===== config.mk =====
export PLATFORM = sky130hd
export DESIGN_NAME = dual_irq_router
export DESIGN_NICKNAME = d
export VERILOG_FILES = /design/src/rtl/irq_rt_pkg.sv /design/src/rtl/irq_rt_sync.sv /design/src/rtl/irq_rt_regs.sv /design/src/rtl/irq_rt_p1_latch.sv /design/src/rtl/dual_irq_router.sv
export SDC_FILE = /design/constraint.sdc
export NUM_CORES = 1
export LEC_CHECK = 0
export ABC_AREA = 1
export BUFFER_PORTS_ARGS = -buffer_cell sky130_fd_sc_hd__buf_2
export CORE_ASPECT_RATIO = 0.9
export CORE_MARGIN = 5
export CORE_UTILIZATION = 45
export CTS_BUF_LIST = sky130_fd_sc_hd__clkbuf_8 sky130_fd_sc_hd__clkbuf_16
export CTS_CLUSTER_SIZE = 10
export DETAILED_ROUTE_END_ITERATION = 6
export PLACE_DENSITY = 0.7
export SLEW_MARGIN = 20
export SYNTH_ARGS = -nofsm -noshare
export SYNTH_HDL_FRONTEND = slang
export SYNTH_SLANG_ARGS = --single-unit

===== constraint.sdc =====
create_clock -name clk_i -period 1.49 [get_ports clk_i]
set_input_delay 0.3725 -clock clk_i [delete_from_list [all_inputs] [get_ports clk_i]]
set_output_delay 0.3725 -clock clk_i [all_outputs]
set_load 0.01 [all_outputs]

===== src/rtl/irq_rt_pkg.sv =====
package irq_rt_pkg;
  localparam int ADDR_W = 8;
  localparam int DATA_W = 8;
  localparam logic [ADDR_W-1:0] ADDR_ROUTE  = 8'h30;
  localparam logic [ADDR_W-1:0] ADDR_LOC_EN = 8'hC6;
  localparam logic [ADDR_W-1:0] ADDR_STS    = 8'hC7;
  localparam logic [3:0] ROUTE_SPLIT = 4'b0001;
  localparam int STS_FLAG_BIT = 7;
endpackage


===== src/rtl/irq_rt_sync.sv =====
module irq_rt_sync #(
  parameter int W      = 2,
  parameter int STAGES = 2
) (
  input  logic         clk_i,
  input  logic         rst_ni,
  input  logic [W-1:0] d_i,
  output logic [W-1:0] q_o
);
  logic [W-1:0] stg_q [STAGES];

  for (genvar s = 0; s < STAGES; s++) begin : g_stg
    always_ff @(posedge clk_i or negedge rst_ni) begin
      if (!rst_ni) stg_q[s] <= '0;
      else if (s == 0) stg_q[s] <= d_i;
      else stg_q[s] <= stg_q[(s == 0) ? 0 : s-1];
    end
  end

  assign q_o = stg_q[STAGES-1];
endmodule


===== src/rtl/irq_rt_regs.sv =====
module irq_rt_regs
  import irq_rt_pkg::*;
#(
  parameter int LOC_N = 4
) (
  input  logic              clk_i,
  input  logic              rst_ni,
  input  logic              we_i,
  input  logic              re_i,
  input  logic [ADDR_W-1:0] addr_i,
  input  logic [DATA_W-1:0] wdata_i,
  input  logic [LOC_N-1:0]  loc_irq_i,
  input  logic              p1_flag_i,
  output logic              split_o,
  output logic              loc_pend_o,
  output logic              rd_sts_o,
  output logic [DATA_W-1:0] rdata_o
);
  localparam int STS_W = (LOC_N < STS_FLAG_BIT) ? LOC_N : STS_FLAG_BIT;

  logic [DATA_W-1:0] route_q, en_q;
  logic [LOC_N-1:0]  sts_q;
  logic [DATA_W-1:0] sts_word;

  assign rd_sts_o = re_i && (addr_i == ADDR_STS);
  assign split_o  = (route_q[3:0] == ROUTE_SPLIT);

  always_ff @(posedge clk_i or negedge rst_ni) begin
    if (!rst_ni) begin
      route_q <= '0;
      en_q    <= '0;
    end else if (we_i) begin
      if (addr_i == ADDR_ROUTE)  route_q <= wdata_i;
      if (addr_i == ADDR_LOC_EN) en_q    <= wdata_i;
    end
  end

  // new pulses win over the clearing read
  always_ff @(posedge clk_i or negedge rst_ni) begin
    if (!rst_ni) sts_q <= '0;
    else         sts_q <= (rd_sts_o ? '0 : sts_q) | loc_irq_i;
  end

  assign loc_pend_o = |(sts_q & en_q[LOC_N-1:0]);

  always_comb begin
    sts_word = '0;
    sts_word[STS_W-1:0] = sts_q[STS_W-1:0];
    sts_word[STS_FLAG_BIT] = p1_flag_i;
  end

  always_comb begin
    rdata_o = '0;
    if (re_i) begin
      unique case (addr_i)
        ADDR_ROUTE:  rdata_o = route_q;
        ADDR_LOC_EN: rdata_o = en_q;
        ADDR_STS:    rdata_o = sts_word;
        default:     rdata_o = '0;
      endcase
    end
  end


  sts_clr_chk: assert property (@(posedge clk_i) disable iff (!rst_ni)
    (rd_sts_o && loc_irq_i == '0) |=> sts_q == '0);

  route_wr_chk: assert property (@(posedge clk_i) disable iff (!rst_ni)
    (we_i && addr_i == ADDR_ROUTE) |=> route_q == $past(wdata_i));
endmodule


===== src/rtl/irq_rt_p1_latch.sv =====
module irq_rt_p1_latch (
  input  logic clk_i,
  input  logic rst_ni,
  input  logic split_i,
  input  logic link_i,
  input  logic lvl_i,
  input  logic rd_clr_i,
  output logic flag_o
);
  logic eff, eff_q, flag_q;

  assign eff = lvl_i & link_i;

  always_ff @(posedge clk_i or negedge rst_ni) begin
    if (!rst_ni) begin
      eff_q  <= 1'b0;
      flag_q <= 1'b0;
    end else begin
      eff_q <= eff;
      if (!link_i || !split_i)  flag_q <= 1'b0;
      else if (eff && !eff_q)   flag_q <= 1'b1;
      else if (rd_clr_i && !eff) flag_q <= 1'b0;
    end
  end

  assign flag_o = flag_q;


  held_flag_chk: assert property (@(posedge clk_i) disable iff (!rst_ni)
    (rd_clr_i && eff && flag_q && link_i && split_i) |=> flag_q);

  rise_set_chk: assert property (@(posedge clk_i) disable iff (!rst_ni)
    (split_i && link_i && eff && !eff_q) |=> flag_q);
endmodule


===== src/rtl/dual_irq_router.sv =====
module dual_irq_router
  import irq_rt_pkg::*;
#(
  parameter int LOC_N       = 4,
  parameter int SYNC_STAGES = 2
) (
  input  logic              clk_i,
  input  logic              rst_ni,
  input  logic [1:0]        rmt_irq_i,
  input  logic [1:0]        link_ok_i,
  input  logic [LOC_N-1:0]  loc_irq_i,
  input  logic              reg_we_i,
  input  logic              reg_re_i,
  input  logic [ADDR_W-1:0] reg_addr_i,
  input  logic [DATA_W-1:0] reg_wdata_i,
  output logic [DATA_W-1:0] reg_rdata_o,
  output logic              rem_irq_no,
  output logic              main_irq_no
);
  localparam int PORTS = 2;

  logic [PORTS-1:0] lvl_s, eff;
  logic split, loc_pend, rd_sts, p1_flag;
  logic rem_q, main_q;

  irq_rt_sync #(.W(PORTS), .STAGES(SYNC_STAGES)) u_sync (
    .clk_i, .rst_ni, .d_i(rmt_irq_i), .q_o(lvl_s)
  );

  assign eff = lvl_s & link_ok_i;

  irq_rt_regs #(.LOC_N(LOC_N)) u_regs (
    .clk_i, .rst_ni,
    .we_i(reg_we_i), .re_i(reg_re_i), .addr_i(reg_addr_i), .wdata_i(reg_wdata_i),
    .loc_irq_i, .p1_flag_i(p1_flag),
    .split_o(split), .loc_pend_o(loc_pend), .rd_sts_o(rd_sts), .rdata_o(reg_rdata_o)
  );

  irq_rt_p1_latch u_p1 (
    .clk_i, .rst_ni, .split_i(split), .link_i(link_ok_i[1]),
    .lvl_i(lvl_s[1]), .rd_clr_i(rd_sts), .flag_o(p1_flag)
  );

  always_ff @(posedge clk_i or negedge rst_ni) begin
    if (!rst_ni) begin
      rem_q  <= 1'b1;
      main_q <= 1'b1;
    end else begin
      rem_q  <= split ? ~eff[0] : ~(|eff);
      main_q <= ~(p1_flag | loc_pend);
    end
  end

  assign rem_irq_no  = rem_q;
  assign main_irq_no = main_q;


  flag_to_pin_chk: assert property (@(posedge clk_i) disable iff (!rst_ni)
    $rose(p1_flag) |=> !main_irq_no);

  link_drop_chk: assert property (@(posedge clk_i) disable iff (!rst_ni)
    !link_ok_i[1] |=> !p1_flag);

  idle_links_chk: assert property (@(posedge clk_i) disable iff (!rst_ni)
    (link_ok_i == 2'b00) |=> rem_irq_no);

  main_quiet_chk: assert property (@(posedge clk_i) disable iff (!rst_ni)
    (!p1_flag && !loc_pend) |=> main_irq_no);
endmodule


==> metrics.cfg, run 1 <==
[routing]
drt_wl_total_um = 3240
drtPass1Iterations = 4
route.detailed.drc = 0
routedWlPerCell_um = 12.5
first_iter_violations = 76
ant_nets = 0
vias = 1264
routed_via_density = 4.86

[final_layout]
stdcell_area_um2 = 1860
antennaDiodeCount = 0
drive_above_1_share_pct = 38.5
nets = 247
final_cell_mix = 34 x nand2_1, 33 x buf_2, 26 x dfrtp_1
layout_commonest_cell = nand2_1
syn2layout_area_growth_pct = 31.6
fin_util_pct = 61.1

[synth]
synth_top_family_by_area = simple AND/OR/NAND/NOR gates
synth_ff_type = dfrtp_1
syn_area_um2 = 1410
avgSynthCellArea_um2 = 8.26
ys_async_sr_fraction_pct = 100
synthAdderAreaFrac_pct = 0
synth_cells = 171
synth_fp_nets = 199
ys_ff_latch = 28
synth.distinct_cells = 24
yosys.area.top_type = dfrtp_1
synth_warnings = 0
synth_edf_count = 0
synth.area.top_cells = dfrtp_1 46%, nand2_1 11%, nand3_1 8.5%
synth_top_area_share_pct = 46.1
synth-simple-area-share_pct = 29.3
synth_xor_area_share_pct = 0
synth_compound_area_share_pct = 11.1
synth_mux_area_share_pct = 0
ys_seq_area_share_pct = 49.8

[critical_path]
timing.rr.end = u_p1.flag_o$_DFFE_PN0P_
r2r_slack_ns = 0.53
critPathKind = input port to output pin
path_cells = buf_2, nand2_2, nor2_4, buf_6, nand2_4, inv_4, nand2_1, a21oi_1, buf_2
worst_r2r_path_depth = 5
arrival_ns = 1.24
timing.rr.start = u_regs.route_q[2]$_DFFE_PN0P_
max_stage_delay_ns = 0.15
cpMostUsedCell = buf_2
start_kind = input port
critical-path-top-delay-family = buffers and inverters
worstSetupEndpointType = output pin
critPathBufInv = 4
critPathSlowestCell = nor2_4
crit_fanout = 3
required_ns = 1.12

[global_routing]
grt_pass1_vias = 1217
grt_pass1_wl_um = 5490
met2_usage_pct = 24.0
gr-max-usage-layer = met2
met1_usage_pct = 21.0
grt_use_total_pct = 15.5
grt_max_degree = 29
use_met3_pct = 3.02
grt_remaining_overflow = 0
antenna_found_initial = 0

[clock_network]
cts_root_buf = clkbuf_8
clock_path_buffers = 2
cts_tree = built
cts_made_buffers = 3
cts.sinks = 28
cts.clk_slew.worst_paths_ns = 0.09
htreeDepth = 1
clock_latency_ns = 0.27
postCtsHoldBufs = 0

[placement]
placedInstanceArea_um2 = 1660
portBuffers = 37
dpl.hpwl_um = 2360
gp_congestion = 0.832
dpl_worst_slack_ns = -0.162

[floorplan]
core_area_um2 = 3040
io-pin-count = 38
die_w_um = 69.1
fp.dieH_um = 63.2
rows = 19
dieArea_um2 = 4360
start_util_pct = 46.4

[power_and_ir_drop]
power_leakage_nw = 1.04
vdd_ir_drop_max_v = 0.000554
powerDensity_nw_per_um2 = 844
fin_total_pwr_w = 0.00157

[timing]
tightest_slew_ns = 0.585
drv_slew = 0
final_min_period_over_clock_period_pct = 108
fmax_mhz = 619
hold_viol = 0
rsz0062_at_grt = true
setup_viol_count_final = 8
skew_ns = 0.00377
relSlewSlack_pct = 61.0
setup_ws_ns = -0.125
period_minus_slack_ns = 1.61

[run]
max_cap_viol_count = 0

[status]
outcome = finished, violations left
violations = negative setup slack

[worst_hold_path]
hold_class = input port to async pin

flip-flops by register name, summed over array words and instances, names as in the netlist:
name / count
u_regs.sts_q: 4
u_regs.en_q: 8
rem_irq_no: 1
u_regs.route_q: 8
u_p1.eff_q: 1
main_irq_no: 1
u_sync.stg_q: 2
u_sync.q_o: 2
u_p1.flag_o: 1
worst reg2reg max path, cell delays in order (launching register included):
cell and delay [ns]:
dfrtp_1 0.41, inv_1 0.10, nand4_1 0.13, nor2_1 0.10, o21ai_0 0.08, nor2_1 0.08
area by class of cell:
| type | instances | area, um2 |
|---|---|---|
| clock buffer | 3 | 41.3 |
| clock inverter | 1 | 30.0 |
| fill | 270 | 1180 |
| inverter | 28 | 115 |
| multi-input combinational | 113 | 636 |
| sequential | 28 | 703 |
| tap | 42 | 52.6 |
| timing repair buffer | 45 | 282 |
cell families after synthesis:
kind of cell | Yosys count
flip-flops | 28
AO/OA/AOI/OAI | 27
buffers and inverters | 32
AND/OR/NAND/NOR | 84
through the flow:
step | setup TNS, ns | std cells | hold slack [ns]
finish | -0.767 | 260 | 0.0918
global route | -1.36 | 260 | 0.132
CTS | -0.691 | 258 | 0.105
detailed placement | -1.30 | 252 | 0.336
global placement | -1.05 | 252 | 0.333
floorplan | 0 | 171 | 0.0769
worst max path at each step:
stage,start,end,slack (ns),cells past startpoint
finish,reg_addr_i[6],reg_rdata_o[6],-0.12,9
global route,reg_addr_i[3],reg_rdata_o[4],-0.19,9
CTS,reg_addr_i[4],reg_rdata_o[1],-0.11,10
detailed placement,reg_addr_i[3],reg_rdata_o[4],-0.16,9
global placement,reg_addr_i[3],reg_rdata_o[1],-0.15,9
floorplan,reg_addr_i[3],reg_rdata_o[4],0.01,7
cells in the mapped netlist, types with 3 or more instances:
| cell | number |
|---|---|
| nand2_2 | 3 |
| inv_2 | 3 |
| o21ai_0 | 15 |
| o21bai_1 | 3 |
| inv_1 | 25 |
| nor2_4 | 5 |
| a21oi_1 | 3 |
| dfrtp_1 | 26 |
| nor2_1 | 4 |
| nand3_1 | 24 |
| nand2_1 | 42 |
routing by layer:
metal	up-vias	wire length, um
li1	637	-
met1	583	1530
met2	39	1460
met3	5	196
met4	0	51
met5	-	0
where the power goes:
group          internal (W)  total, W  leakage, nW  switching, W
registers          0.000796  0.000817        0.323     0.0000210
clock network      0.000359  0.000580       0.0357      0.000221
logic             0.0000705  0.000171        0.678      0.000101
total               0.00123   0.00157         1.04      0.000343
what timing repair did:
item,in CTS,in global routing
resized for setup,18,12
pin swaps,7,10
hold endpoints to repair,0,0
gates cloned,1,2
endpoints found under the setup margin,8,8
buffers inserted,1,0
(Power assumes the default switching activity.)
==> run 2, diff against run 1 <==
CORE_ASPECT_RATIO = unset   (was 0.9)
==> run 2 against run 1 <==
Effect of this change: the flow still finishes with violations (negative setup slack); total power up 0.90%; wire length up 4.7%; sequential power barely moved; first-iteration DRC count grew 36%; utilization is 3.2 points higher; critical endpoint is now reg_rdata_o[0]; largest power group unchanged; highest routed layer unchanged.
==> metrics.cfg, run 2 (synthesis gave the netlist of run 1 again) <==
[timing]
setup_ws_ns = -0.167  ; was -0.125 ns
period_minus_slack_ns = 1.66  ; was 1.61 ns
drv_slew = 0  ; unchanged
rsz0062_at_grt = true  ; unchanged
setup_tns_ns = -0.969  ; was -0.767 ns
tightest_slew_ns = 0.589  ; was 0.585 ns
skew_ns = 0.00495  ; was 0.00377 ns
fmax_mhz = 604  ; was 619 MHz
relSlewSlack_pct = 60.7  ; was 61.0%
final_min_period_over_clock_period_pct = 111  ; was 108%
hold_viol = 0  ; unchanged
holdWs_ns = 0.0860  ; was 0.0918 ns
setup_viol_count_final = 8  ; unchanged

[placement]
dpl.hpwl_um = 2330  ; was 2360 um
portBuffers = 37  ; unchanged
dpl_worst_slack_ns = -0.159  ; was -0.162 ns
gp_congestion = 0.896  ; was 0.832

[critical_path]
max_stage_delay_ns = 0.15  ; about the same
critPathSlowestCell = nor2_4  ; unchanged
arrival_ns = 1.28  ; was 1.24 ns
required_ns = 1.12  ; about the same
timing.rr.start = u_regs.route_q[2]$_DFFE_PN0P_  ; unchanged
r2r_slack_ns = 0.54  ; was 0.53 ns
path_cells = buf_6, inv_4, nand2_4, nor2_4, buf_6, nand3_1, nand3_1, nand2_1, inv_1, buf_2  ; was buf_2, nand2_2, nor2_4, buf_6, nand2_4, inv_4, nand2_1, a21oi_1, buf_2
critPathKind = input port to output pin  ; unchanged
critPathLaunch = reg_addr_i[4]  ; was reg_addr_i[6]
crit_fanout = 6  ; was 3
worstSetupEndpointType = output pin  ; unchanged
start_kind = input port  ; unchanged

[routing]
ant_nets = 0  ; unchanged
first_iter_violations = 103  ; was 76
route.detailed.drc = 0  ; unchanged
drtPass1Iterations = 4  ; unchanged
routedWlPerCell_um = 12.9  ; was 12.5 um
vias = 1298  ; was 1,264
drt_wl_total_um = 3390  ; was 3240 um
routed_via_density = 4.94  ; was 4.86

[final_layout]
fin_util_pct = 64.3  ; was 61.1%
nets = 248  ; was 247
syn2layout_area_growth_pct = 37.7  ; was 31.6%
nFillCells = 258  ; was 270
layout_commonest_cell = nand2_1  ; unchanged
multiInputGateArea_um2 = 687  ; was 636 um2
seqCellArea_um2 = 703  ; unchanged
drive_above_1_share_pct = 43.4  ; was 38.5%
reg_top3 = u_regs.en_q: 8 flops, u_regs.route_q: 8 flops, u_regs.sts_q: 4 flops  ; unchanged
final_cell_mix = 34 x nand2_1, 31 x buf_2, 26 x dfrtp_1  ; was 34 x nand2_1, 33 x buf_2, 26 x dfrtp_1
antennaDiodeCount = 0  ; unchanged

[power_and_ir_drop]
power_leakage_nw = 1.07  ; was 1.04 nW
powerDensity_nw_per_um2 = 814  ; was 844 nW/um2
switchingPower_w = 0.000353  ; was 0.000343 W
switching_share_pct = 22.3  ; was 21.8%
p_int_w = 0.00123  ; about the same
p_comb_share_pct = 11.4  ; was 10.9%
p_seq_share_pct = 51.7  ; was 52.1%
clockPowerShare_pct = 37.0  ; about the same
vdd_ir_drop_max_v = 0.000578  ; was 0.000554 V
fin_total_pwr_w = 0.00158  ; was 0.00157 W

[clock_network]
htreeDepth = 1  ; unchanged
clock_latency_ns = 0.27  ; about the same
cts.clk_slew.worst_paths_ns = 0.09  ; about the same
postCtsHoldBufs = 0  ; unchanged
cts_root_buf = clkbuf_8  ; unchanged
clock_path_buffers = 2  ; unchanged
cts_made_buffers = 3  ; unchanged
cts.sinks = 28  ; unchanged
cts_tree = built  ; unchanged

[status]
violations = negative setup slack  ; unchanged
outcome = finished, violations left  ; unchanged

[floorplan]
core_area_um2 = 3030  ; was 3040 um2
rows = 20  ; was 19
dieArea_um2 = 4360  ; about the same
fp.dieH_um = 66.0  ; was 63.2 um
io-pin-count = 38  ; unchanged
start_util_pct = 46.7  ; was 46.4%
die_w_um = 66.0  ; was 69.1 um

[worst_hold_path]
hold_class = input port to async pin  ; unchanged

[global_routing]
grt_remaining_overflow = 0  ; unchanged
grt_max_degree = 29  ; unchanged
grt_use_total_pct = 16.5  ; was 15.5%
antenna_found_initial = 0  ; unchanged
grt_pass1_wl_um = 5580  ; was 5490 um
grt_pass1_vias = 1264  ; was 1,217

[run]
max_cap_viol_count = 0  ; unchanged

[run 2: cell types whose count changed in the layout (fill, tap and decap cells not counted), moves of 2 or more]
cell / change
buf_2: -2
nand2_2: -3
nand2_4: +3
inv_1: -3
inv_4: +2
inv_2: +2
nand3_2: +8
buf_6: +4
nand3_1: -8
[run 2: critical path, delay by kind of cell]
kind | cells | cell delay, ns
simple gates | 5 | 0.46
buf+inv | 5 | 0.47
[run 2: timing repair]
item	4_1_cts	5_1_grt
setup buffers	0	1
pin swaps	12	7
endpoints found under the hold margin	0	0
gates resized for setup	29	16
cloned	3	0
setup endpoints to repair	8	8
[run 2: worst paths after layout]
check / end / cells after the start
worst min-delay path: u_sync.stg_q[3]$_DFF_PN0_ / 1
max in group asynchronous: u_regs.route_q[6]$_DFFE_PN0P_ / 1
worst max register to register: u_p1.flag_o$_DFFE_PN0P_ / 5
min in group clk_i: u_sync.stg_q[3]$_DFF_PN0_ / 1
worst max-delay path: reg_rdata_o[0] / 10
worst min register to register: u_sync.q_o[1]$_DFF_PN0_ / 0
[run 2: final cells by class]
cell class | count | share of cell area (%)
sequential | 28 | 36.1
timing repair buffer | 46 | 16.1
clock inverter | 1 | 1.54
clock buffer | 3 | 2.12
inverter | 28 | 5.92
multi-input combinational | 113 | 35.3
tap | 44 | 2.83
[run 2: power by group through the flow]
stage | sequential (W) | clock [W] | combinational, W
after floorplan | 0.000824 | 0 | 0.0000675
after global placement | 0.000830 | 0 | 0.000143
after detailed placement | 0.000830 | 0 | 0.000145
after CTS | 0.000816 | 0.000602 | 0.000175
after global routing | 0.000822 | 0.000648 | 0.000203
final | 0.000818 | 0.000585 | 0.000180
[run 2: stage by stage]
step	area, um2	instances
3_5_place_dp	1680	255
3_3_place_gp	1680	255
5_1_grt	1950	263
2_1_floorplan	1410	171
4_1_cts	1880	262
6_report	1950	263
[run 2: per-layer routing]
layer	wire, um	GRT usage, %	part of all wire, %	up-vias
met4	65	6.35	1.9	0
met5	0	0	0	-
met2	1620	25.9	48	41
li1	-	-	-	642
met3	205	2.04	6.0	7
met1	1500	23.0	44	608
